### src/rtl/wave_player.sv
module wave_player #(
  parameter int ADDR_W = 6,
  parameter int CNT_W  = 32,
  parameter int ITER_W = 16
) (
  input  logic              clk,
  input  logic              rst_n,
  input  logic              tick,
  input  logic              start_trig,
  input  logic              stop_trig,
  input  logic [CNT_W-1:0]  cfg_interval,
  input  logic [CNT_W-1:0]  cfg_count,
  input  logic [ITER_W-1:0] cfg_iters,
  input  logic              cfg_iter_en,
  input  logic [CNT_W-1:0]  cfg_delay1,
  input  logic [CNT_W-1:0]  cfg_delay2,
  input  logic [ADDR_W:0]   cfg_pat_len,
  input  logic              cfg_retrig,
  output logic [ADDR_W-1:0] rd_addr,
  output logic              upd_stb,
  output logic              wave_done,
  output logic              busy
);

  typedef enum logic [2:0] {S_IDLE, S_HOLD, S_PLAY, S_GAP, S_WAIT} st_t;

  st_t               st;
  logic [CNT_W-1:0]  ivl_cnt, dly_cnt, smp_cnt;
  logic [ITER_W-1:0] itr_cnt;
  logic [ADDR_W-1:0] ptr;
  logic              stop_pend;

  wire [CNT_W-1:0]  ivl   = (cfg_interval == '0) ? CNT_W'(1) : cfg_interval;
  wire [CNT_W-1:0]  ucnt  = (cfg_count == '0) ? CNT_W'(1) : cfg_count;
  wire [ITER_W-1:0] nit   = (cfg_iters == '0) ? ITER_W'(1) : cfg_iters;
  wire [ADDR_W-1:0] last  = ADDR_W'(cfg_pat_len - 1'b1);

  wire opp      = (st == S_PLAY) && tick && (ivl_cnt == '0);
  wire stopping = stop_trig || stop_pend;
  wire fire     = opp && !stopping;
  wire wv_end   = fire && (smp_cnt == ucnt - 1'b1);
  wire run_end  = wv_end && cfg_iter_en && (itr_cnt == nit - 1'b1);
  wire hold_go  = cfg_delay1 != '0;

  assign rd_addr = ptr;
  assign busy    = st != S_IDLE;

  always_ff @(posedge clk or negedge rst_n) begin
    if (!rst_n) begin
      st        <= S_IDLE;
      ivl_cnt   <= '0;
      dly_cnt   <= '0;
      smp_cnt   <= '0;
      itr_cnt   <= '0;
      ptr       <= '0;
      stop_pend <= 1'b0;
      upd_stb   <= 1'b0;
      wave_done <= 1'b0;
    end else begin
      upd_stb   <= fire;
      wave_done <= wv_end;
      if (upd_stb) ptr <= (ptr == last) ? '0 : ptr + 1'b1;

      case (st)
        S_IDLE, S_WAIT: begin
          stop_pend <= 1'b0;
          if (st == S_WAIT && stop_trig) begin
            st <= S_IDLE;
          end else if (start_trig) begin
            itr_cnt <= '0;
            smp_cnt <= '0;
            if (st == S_IDLE) ptr <= '0;
            if (hold_go) begin
              dly_cnt <= cfg_delay1;
              st      <= S_HOLD;
            end else begin
              ivl_cnt <= '0;
              st      <= S_PLAY;
            end
          end
        end

        S_HOLD, S_GAP: begin
          if (stop_trig) begin
            st <= S_IDLE;
          end else if (tick) begin
            if (dly_cnt <= CNT_W'(1)) begin
              ivl_cnt <= '0;
              st      <= S_PLAY;
            end else begin
              dly_cnt <= dly_cnt - 1'b1;
            end
          end
        end

        S_PLAY: begin
          if (stop_trig) stop_pend <= 1'b1;
          if (opp) begin
            if (stopping) begin
              stop_pend <= 1'b0;
              st        <= S_IDLE;
            end else begin
              ivl_cnt <= ivl - 1'b1;
              if (wv_end) begin
                smp_cnt <= '0;
                itr_cnt <= itr_cnt + 1'b1;
                if (run_end) begin
                  st <= cfg_retrig ? S_WAIT : S_IDLE;
                end else if (cfg_delay2 != '0) begin
                  dly_cnt <= cfg_delay2;
                  st      <= S_GAP;
                end
              end else begin
                smp_cnt <= smp_cnt + 1'b1;
              end
            end
          end else if (tick) begin
            ivl_cnt <= ivl_cnt - 1'b1;
          end
        end

        default: st <= S_IDLE;
      endcase
    end
  end

endmodule

### config.mk
export PLATFORM = sky130hd
export DESIGN_NAME = wave_player
export DESIGN_NICKNAME = d
export VERILOG_FILES = /design/src/rtl/wave_player.sv
export SDC_FILE = /design/constraint.sdc
export NUM_CORES = 1
export LEC_CHECK = 0
export ABC_AREA = 1
export BUFFER_PORTS_ARGS = -buffer_cell sky130_fd_sc_hd__buf_2
export CORE_MARGIN = 2
export CORE_UTILIZATION = 50
export CTS_BUF_LIST = sky130_fd_sc_hd__clkbuf_4 sky130_fd_sc_hd__clkbuf_8
export DETAILED_ROUTE_END_ITERATION = 8
export PLACE_DENSITY_LB_ADDON = 0.1
export SLEW_MARGIN = 0
export SYNTH_ARGS = -nofsm -noshare
export SYNTH_HDL_FRONTEND = slang
export SYNTH_SLANG_ARGS = --single-unit
export TNS_END_PERCENT = 50
### constraint.sdc
create_clock -name clk -period 3.2 [get_ports clk]
set_input_delay 0 -clock clk [delete_from_list [all_inputs] [get_ports clk]]
set_output_delay 0 -clock clk [all_outputs]
set_load 0.02 [all_outputs]
### After elaboration in Yosys (flattened, before gate mapping)

Index checks and enable logic that the tools add are counted.

* add/subtract/negate cells: 9
* multipliers: 0
* divide/modulo/power cells: 0
* order comparisons: 1
* equality and inequality tests: 27
* shift operators: 0
* multiplexer cells: 60
* bitwise operators: 0
* reductions and logical operators: 26

Operators by type and width (count)
* $mux 32: 27
* $pmux 32 s3: 2
* $sub 32x1->32 const B: 4
* $logic_not 32->1: 3
* $mux 16: 6
* $pmux 32 s2: 1
* $reduce_bool 32->1: 2
* $mux 6: 6
* $mux 3: 11
* $add 32x1->32 const B: 1
* $eq 32x32->1: 1
* $le 32x1->1 const B: 1
* $pmux 16 s2: 1
* $ne 2x2->1 const B: 12
* $ne 3x3->1 const B: 6
* $add 16x1->16 const B: 1
* $eq 16x16->1: 1
* $logic_not 16->1: 1
* $sub 16x1->16 const B: 1
* $reduce_and 12->1: 1
* $reduce_and 6->1: 2
* $pmux 3 s3: 1
* $reduce_and 9->1: 1
* $logic_and 1x1->1: 7
* other kinds (18): 23

* register bits: 124
* bits in latches: 0
* RAM bits: 0
* ROM bits: 0
* bits of input ports: 158
* output and inout port bits: 9
* logic and storage cells: 132
* memories kept: 0

### Logic depth before layout (Yosys ltp)

* word-level depth: 12
* depth in mapped cells: 27
* gate-level depth less buffers: 26

### Worst setup path before layout

OpenSTA, ideal clock, no wires.

* path kind: input -> register
* start: in cfg_count[12]
* end: reg dly_cnt[5]
* library setup time: 0.128 ns
* data arrival time: 2.538 ns
* data required time: 3.072 ns
* path slack: 0.534 ns
* stages on the path: 22
* path buffers: 2
* cell sequence: nor2_1 nand2_1 nor2_1 nand2_1 nor2_1 nor2_2 buf_6 ha_1 nand2_1 nor2_2 nand2_1 nor2_1 nand2_1 xor2_1 inv_1 nor3_1 nand3_1 nor2_2 nand4_1 nand3_4 buf_2 o21ai_1

* word-level cells in the longest chain between the ends: 9
* elaborated cells on any way between the ends: 10
* classes of those cells: add/sub: 1; eq/ne: 3; mux: 1; reduce/logical: 5

Ends and longest elaborated chain
* start, declared: RTL line 12 `input logic [CNT_W-1:0] cfg_count,`
* $logic_not 32->1: RTL line 34 `wire [CNT_W-1:0] ucnt = (cfg_count == '0) ? CNT_W'(1) : cfg_count;`
* $mux 32 (*): RTL line 34
* $sub 32x1->32 (*): RTL line 41 `wire wv_end = fire && (smp_cnt == ucnt - 1'b1);`
* $eq 32x32->1 (*): RTL line 41
* $logic_and 1x1->1 (*): RTL line 41
* $logic_and 1x1->1 (2 in a row): RTL line 42 `wire run_end = wv_end && cfg_iter_en && (itr_cnt == nit - 1'b1);`
* $ne 2x2->1 (no source line)
* $reduce_and 12->1 (no source line) (*)
* end signal, assigned: RTL line 74 `dly_cnt <= cfg_delay1;`
* end signal, assigned: RTL line 91 `dly_cnt <= dly_cnt - 1'b1;`
* end signal, assigned: RTL line 110 `dly_cnt <= cfg_delay2;`
* end, declared: RTL line 28 `logic [CNT_W-1:0] ivl_cnt, dly_cnt, smp_cnt;`

Every way passes the cells marked *; elsewhere a longest branch is shown, timed or not.
A chain may end at the register's enable or synchronous reset.

### Worst setup path after layout

* start: reg ivl_cnt[23]
* end: reg st[2]

* word-level cells in the longest chain between the ends: 11
* elaborated cells on any way between the ends: 15
* classes of those cells: eq/ne: 3; mux: 5; reduce/logical: 7

Ends and longest elaborated chain
* start, declared: RTL line 28
* start signal, assigned: RTL line 103 `ivl_cnt <= ivl - 1'b1;`
* start signal, assigned: RTL line 118 `ivl_cnt <= ivl_cnt - 1'b1;`
* $logic_not 32->1 (*): RTL line 38 `wire opp = (st == S_PLAY) && tick && (ivl_cnt == '0);`
* $logic_and 1x1->1 (*): RTL line 38
* $logic_and 1x1->1: RTL line 40 `wire fire = opp && !stopping;`
* $logic_and 1x1->1: RTL line 41
* $logic_and 1x1->1 (2 in a row): RTL line 42
* $mux 3: RTL line 107 `if (run_end) begin`
* $mux 3: RTL line 104 `if (wv_end) begin`
* $mux 3: RTL line 99 `if (stopping) begin`
* $mux 3: RTL line 98 `if (opp) begin`
* $pmux 3 s3: RTL line 64 `case (st)`
* end signal, assigned: RTL line 108 `st <= cfg_retrig ? S_WAIT : S_IDLE;`
* end, declared: RTL line 27 `st_t st;`

Every way passes the cells marked *; elsewhere a longest branch is shown, timed or not. The select of a mux whose other input is x is not followed.

==> flow_summary.json <==
{
  "synth-compound-area-share_pct": 12.7,
  "grt_max_degree": 64,
  "yosys.cell_types.count": 55,
  "fmax_ghz": 0.340,
  "drv_cap": 0,
  "place_congestion": 0.975,
  "wl_per_cell_um": 15.2,
  "syn_nets": 1954,
  "area_delta_synth_final_pct": 22.0,
  "ys.flop_type": "dfrtp_1",
  "synthAdderAreaFrac_pct": 1.00,
  "syn_inst": 1787,
  "slew_viol_final": 0,
  "run_status": "completed",
  "slew_headroom_pct": 28.9,
  "hpwl_um": 27400,
  "dp.cells": 2241,
  "cts_tree": "built",
  "crit_chain": "nor2_2, nand3_1, nor2_1, nand3_1, nor2_2, nand2_1, buf_4, nor2_1, nand3_1, nor2_1, nand3_1, dlygate4sd3_1, nand2_1",
  "nFillCells": 2097,
  "fin_cells": 2339,
  "drc_errors": 0,
  "cp.arrival_ns": 3.32,
  "slowest_delay_ns": 0.61,
  "grt.met1_usage_pct": 39.6,
  "leakage_nw": 6.72,
  "avgSynthCellArea_um2": 6.30,
  "grt_overflow_total": 0,
  "busiest_layer": "met2",
  "startpoint_type": "flip-flop",
  "cts-buffers-inserted": 17,
  "clock_sinks": 124,
  "path_clk_slew_ns": 0.08,
  "firstDrtPassIters": 6,
  "crit_top_cell": "nand3_1",
  "period_share_pct": 92.0,
  "io_buffers": 165,
  "first_iter_violations": 976,
  "power.density_nw_per_um2": 716,
  "synth-xor-area-share_pct": 8.48,
  "grt_antenna_before_repair": 1,
  "end_kind": "flip-flop",
  "synth_seq_cells": 124,
  "period_needed_ns": 2.94,
  "crit_type": "flip-flop to flip-flop",
  "fin_nets": 2212,
  "grt_pass1_wl_um": 58400,
  "die-area_um2": 23700,
  "synth_enable_flop_cells": 0,
  "cp_data_required_time_ns": 3.58,
  "finalSetupTns_ns": 0,
  "grt_pass1_vias": 12200,
  "hold_class": "primary input to flip-flop",
  "io_pins": 167,
  "peakVddDrop_mv": 0.721,
  "fp.coreArea_um2": 22000,
  "die_x_um": 154,
  "grt_util_met2_pct": 49.4,
  "muxShareOfSynthArea_pct": 0,
  "cts_max_level": 4,
  "synth_top_family_by_area": "simple AND/OR/NAND/NOR gates",
  "fp.dieH_um": 154,
  "synthSimpleGateAreaFrac_pct": 39.6,
  "hold_violations": 0,
  "synth_warnings": 0,
  "rsz0062_at_grt": "no",
  "cts_setup_buffers": 0,
  "antenna_left": 0,
  "netlist_area_um2": 11300,
  "wl_um": 35500,
  "critPathSlowestCell": "dlygate4sd3_1",
  "worst-path-max-fanout": 9,
  "vias": 12800,
  "ys_seq_area_share_pct": 27.6,
  "drive_above_1_share_pct": 14.9,
  "grt_usage_pct": 30.1,
  "skew_ns": 0.0152,
  "grt_util_met3_pct": 5.16,
  "initial_core_util_pct": 51.3,
  "worst_pin_slew_ns": 1.06,
  "cts_root_buffer": "clkbuf_8",
  "avgViaCountPerCell": 5.47,
  "clk_latency_ns": 0.45,
  "async_reset_ff_share_pct": 100,
  "cts.path.max_buffers": 2,
  "core.rowCount": 54,
  "setup-violations-final": 0
}
per-stage QoR:
stage	utilization (%)	total power, mW	setup slack (ns)	hold slack, ns	area (µm²)
after floorplan	-	6.45	0.534	-0.296	11300
after global placement	57.6	7.95	0.0812	0.0427	12600
after detailed placement	57.6	8.02	0.00550	0.0469	12600
after CTS	62.3	9.69	0.0622	0.00468	13700
after global routing	62.6	10.8	0.0201	0.0405	13700
final	62.6	9.84	0.257	0.0297	13700
kinds of logic after synthesis:
family	count (synthesis)
buffers and inverters	310
AOI/OAI and AO/OA	239
DFF	124
and+or+nand+nor	996
xor gates and xnor gates	109
adders and majority gates	9
Yosys cell counts (all sizes together) (9+ instances only):
| library cell | number | area (µm²) |
|---|---|---|
| inv | 273 | 1020 |
| nand2 | 387 | 1470 |
| nor2 | 279 | 1080 |
| o21ai | 98 | 494 |
| nor4 | 46 | 288 |
| o22ai | 16 | 100 |
| a22oi | 23 | 173 |
| dfrtp | 124 | 3100 |
| xor2 | 76 | 666 |
| xnor2 | 33 | 289 |
| o31ai | 21 | 158 |
| buf | 18 | 109 |
| a21oi | 57 | 297 |
| nand3 | 138 | 718 |
| nor3 | 52 | 270 |
| or2 | 21 | 131 |
| clkbuf | 17 | 63.8 |
| ha | 9 | 113 |
| nand4 | 47 | 300 |
sequential cells by signal, indices dropped and copies added, names as in the netlist:
| signal | flops |
|---|---|
| stop_pend | 1 |
| upd_stb | 1 |
| dly_cnt | 32 |
| rd_addr | 6 |
| st | 3 |
| itr_cnt | 16 |
| ivl_cnt | 32 |
| wave_done | 1 |
| smp_cnt | 32 |
metal layers:
metal	vias up	share of wire [%]
met5	-	0
met4	0	3.2
met3	90	6.7
met2	482	46
met1	5825	44
li1	6394	-
critical path: cells and delay by family (launching register included):
| kind | cells | cell delay [ns] |
|---|---|---|
| and+or+nand+nor | 11 | 1.65 |
| buffers and inverters | 2 | 0.84 |
| DFF | 1 | 0.39 |
cell type report:
type | count | area, µm² | share of cell area (%)
Multi-Input combinational cell | 1353 | 7000 | 51.0
Clock buffer | 21 | 283 | 2.06
Tap cell | 280 | 350 | 2.55
Inverter | 275 | 1040 | 7.54
Antenna cell | 1 | 2.50 | 0.0182
Sequential cell | 124 | 3100 | 22.6
Clock inverter | 11 | 110 | 0.801
Timing Repair Buffer | 274 | 1850 | 13.5
worst paths after layout:
kind                       cells after the start  slack (ns)     endpoint              from
max in group asynchronous                      3        2.17  ivl_cnt[31]             rst_n
min in group asynchronous                      2        0.13  ivl_cnt[19]             rst_n
hold reg to reg                                2        0.49  ivl_cnt[26]       ivl_cnt[26]
setup / recovery                              13        0.26        st[2]       ivl_cnt[23]
setup reg to reg                              13        0.26        st[2]       ivl_cnt[23]
hold / removal                                 6        0.03  ivl_cnt[16]  cfg_interval[16]
cell usage in the layout (no fill, tap or decap), types with 6 or more instances in the layout:
| cell | Yosys | final |
|---|---|---|
| xor2_1 | 76 | 75 |
| nand4_1 | 46 | 46 |
| nor2_2 | 9 | 21 |
| nand2_1 | 382 | 380 |
| inv_1 | 271 | 271 |
| nor2_1 | 268 | 255 |
| ha_1 | 9 | 9 |
| clkbuf_8 | 0 | 20 |
| buf_4 | 2 | 41 |
| o21ai_1 | 24 | 30 |
| buf_2 | 9 | 164 |
| dfrtp_1 | 124 | 124 |
| o31ai_1 | 21 | 21 |
| nand3_1 | 134 | 134 |
| or2_2 | 20 | 20 |
| clkinvlp_4 | 0 | 7 |
| o21ai_0 | 73 | 67 |
| xnor2_1 | 33 | 33 |
| a21oi_1 | 56 | 56 |
| nor4_1 | 46 | 46 |
| and3_1 | 7 | 7 |
| nor3_1 | 50 | 50 |
| nand2_2 | 4 | 6 |
| dlygate4sd3_1 | 0 | 65 |
| a22oi_1 | 23 | 23 |
| o22ai_1 | 16 | 16 |
power breakdown:
part / switching, mW / internal [mW]
sequential: 0.354 / 1.93
combinational: 3.94 / 2.24
clock: 0.682 / 0.691
repair_timing:
item | CTS | global route
resized for setup | 0 | 24
setup endpoints to repair | 0 | 36
hold buffers | 65 | 0
endpoints found under the hold margin | 98 | 0
(Power assumes the default switching activity.)
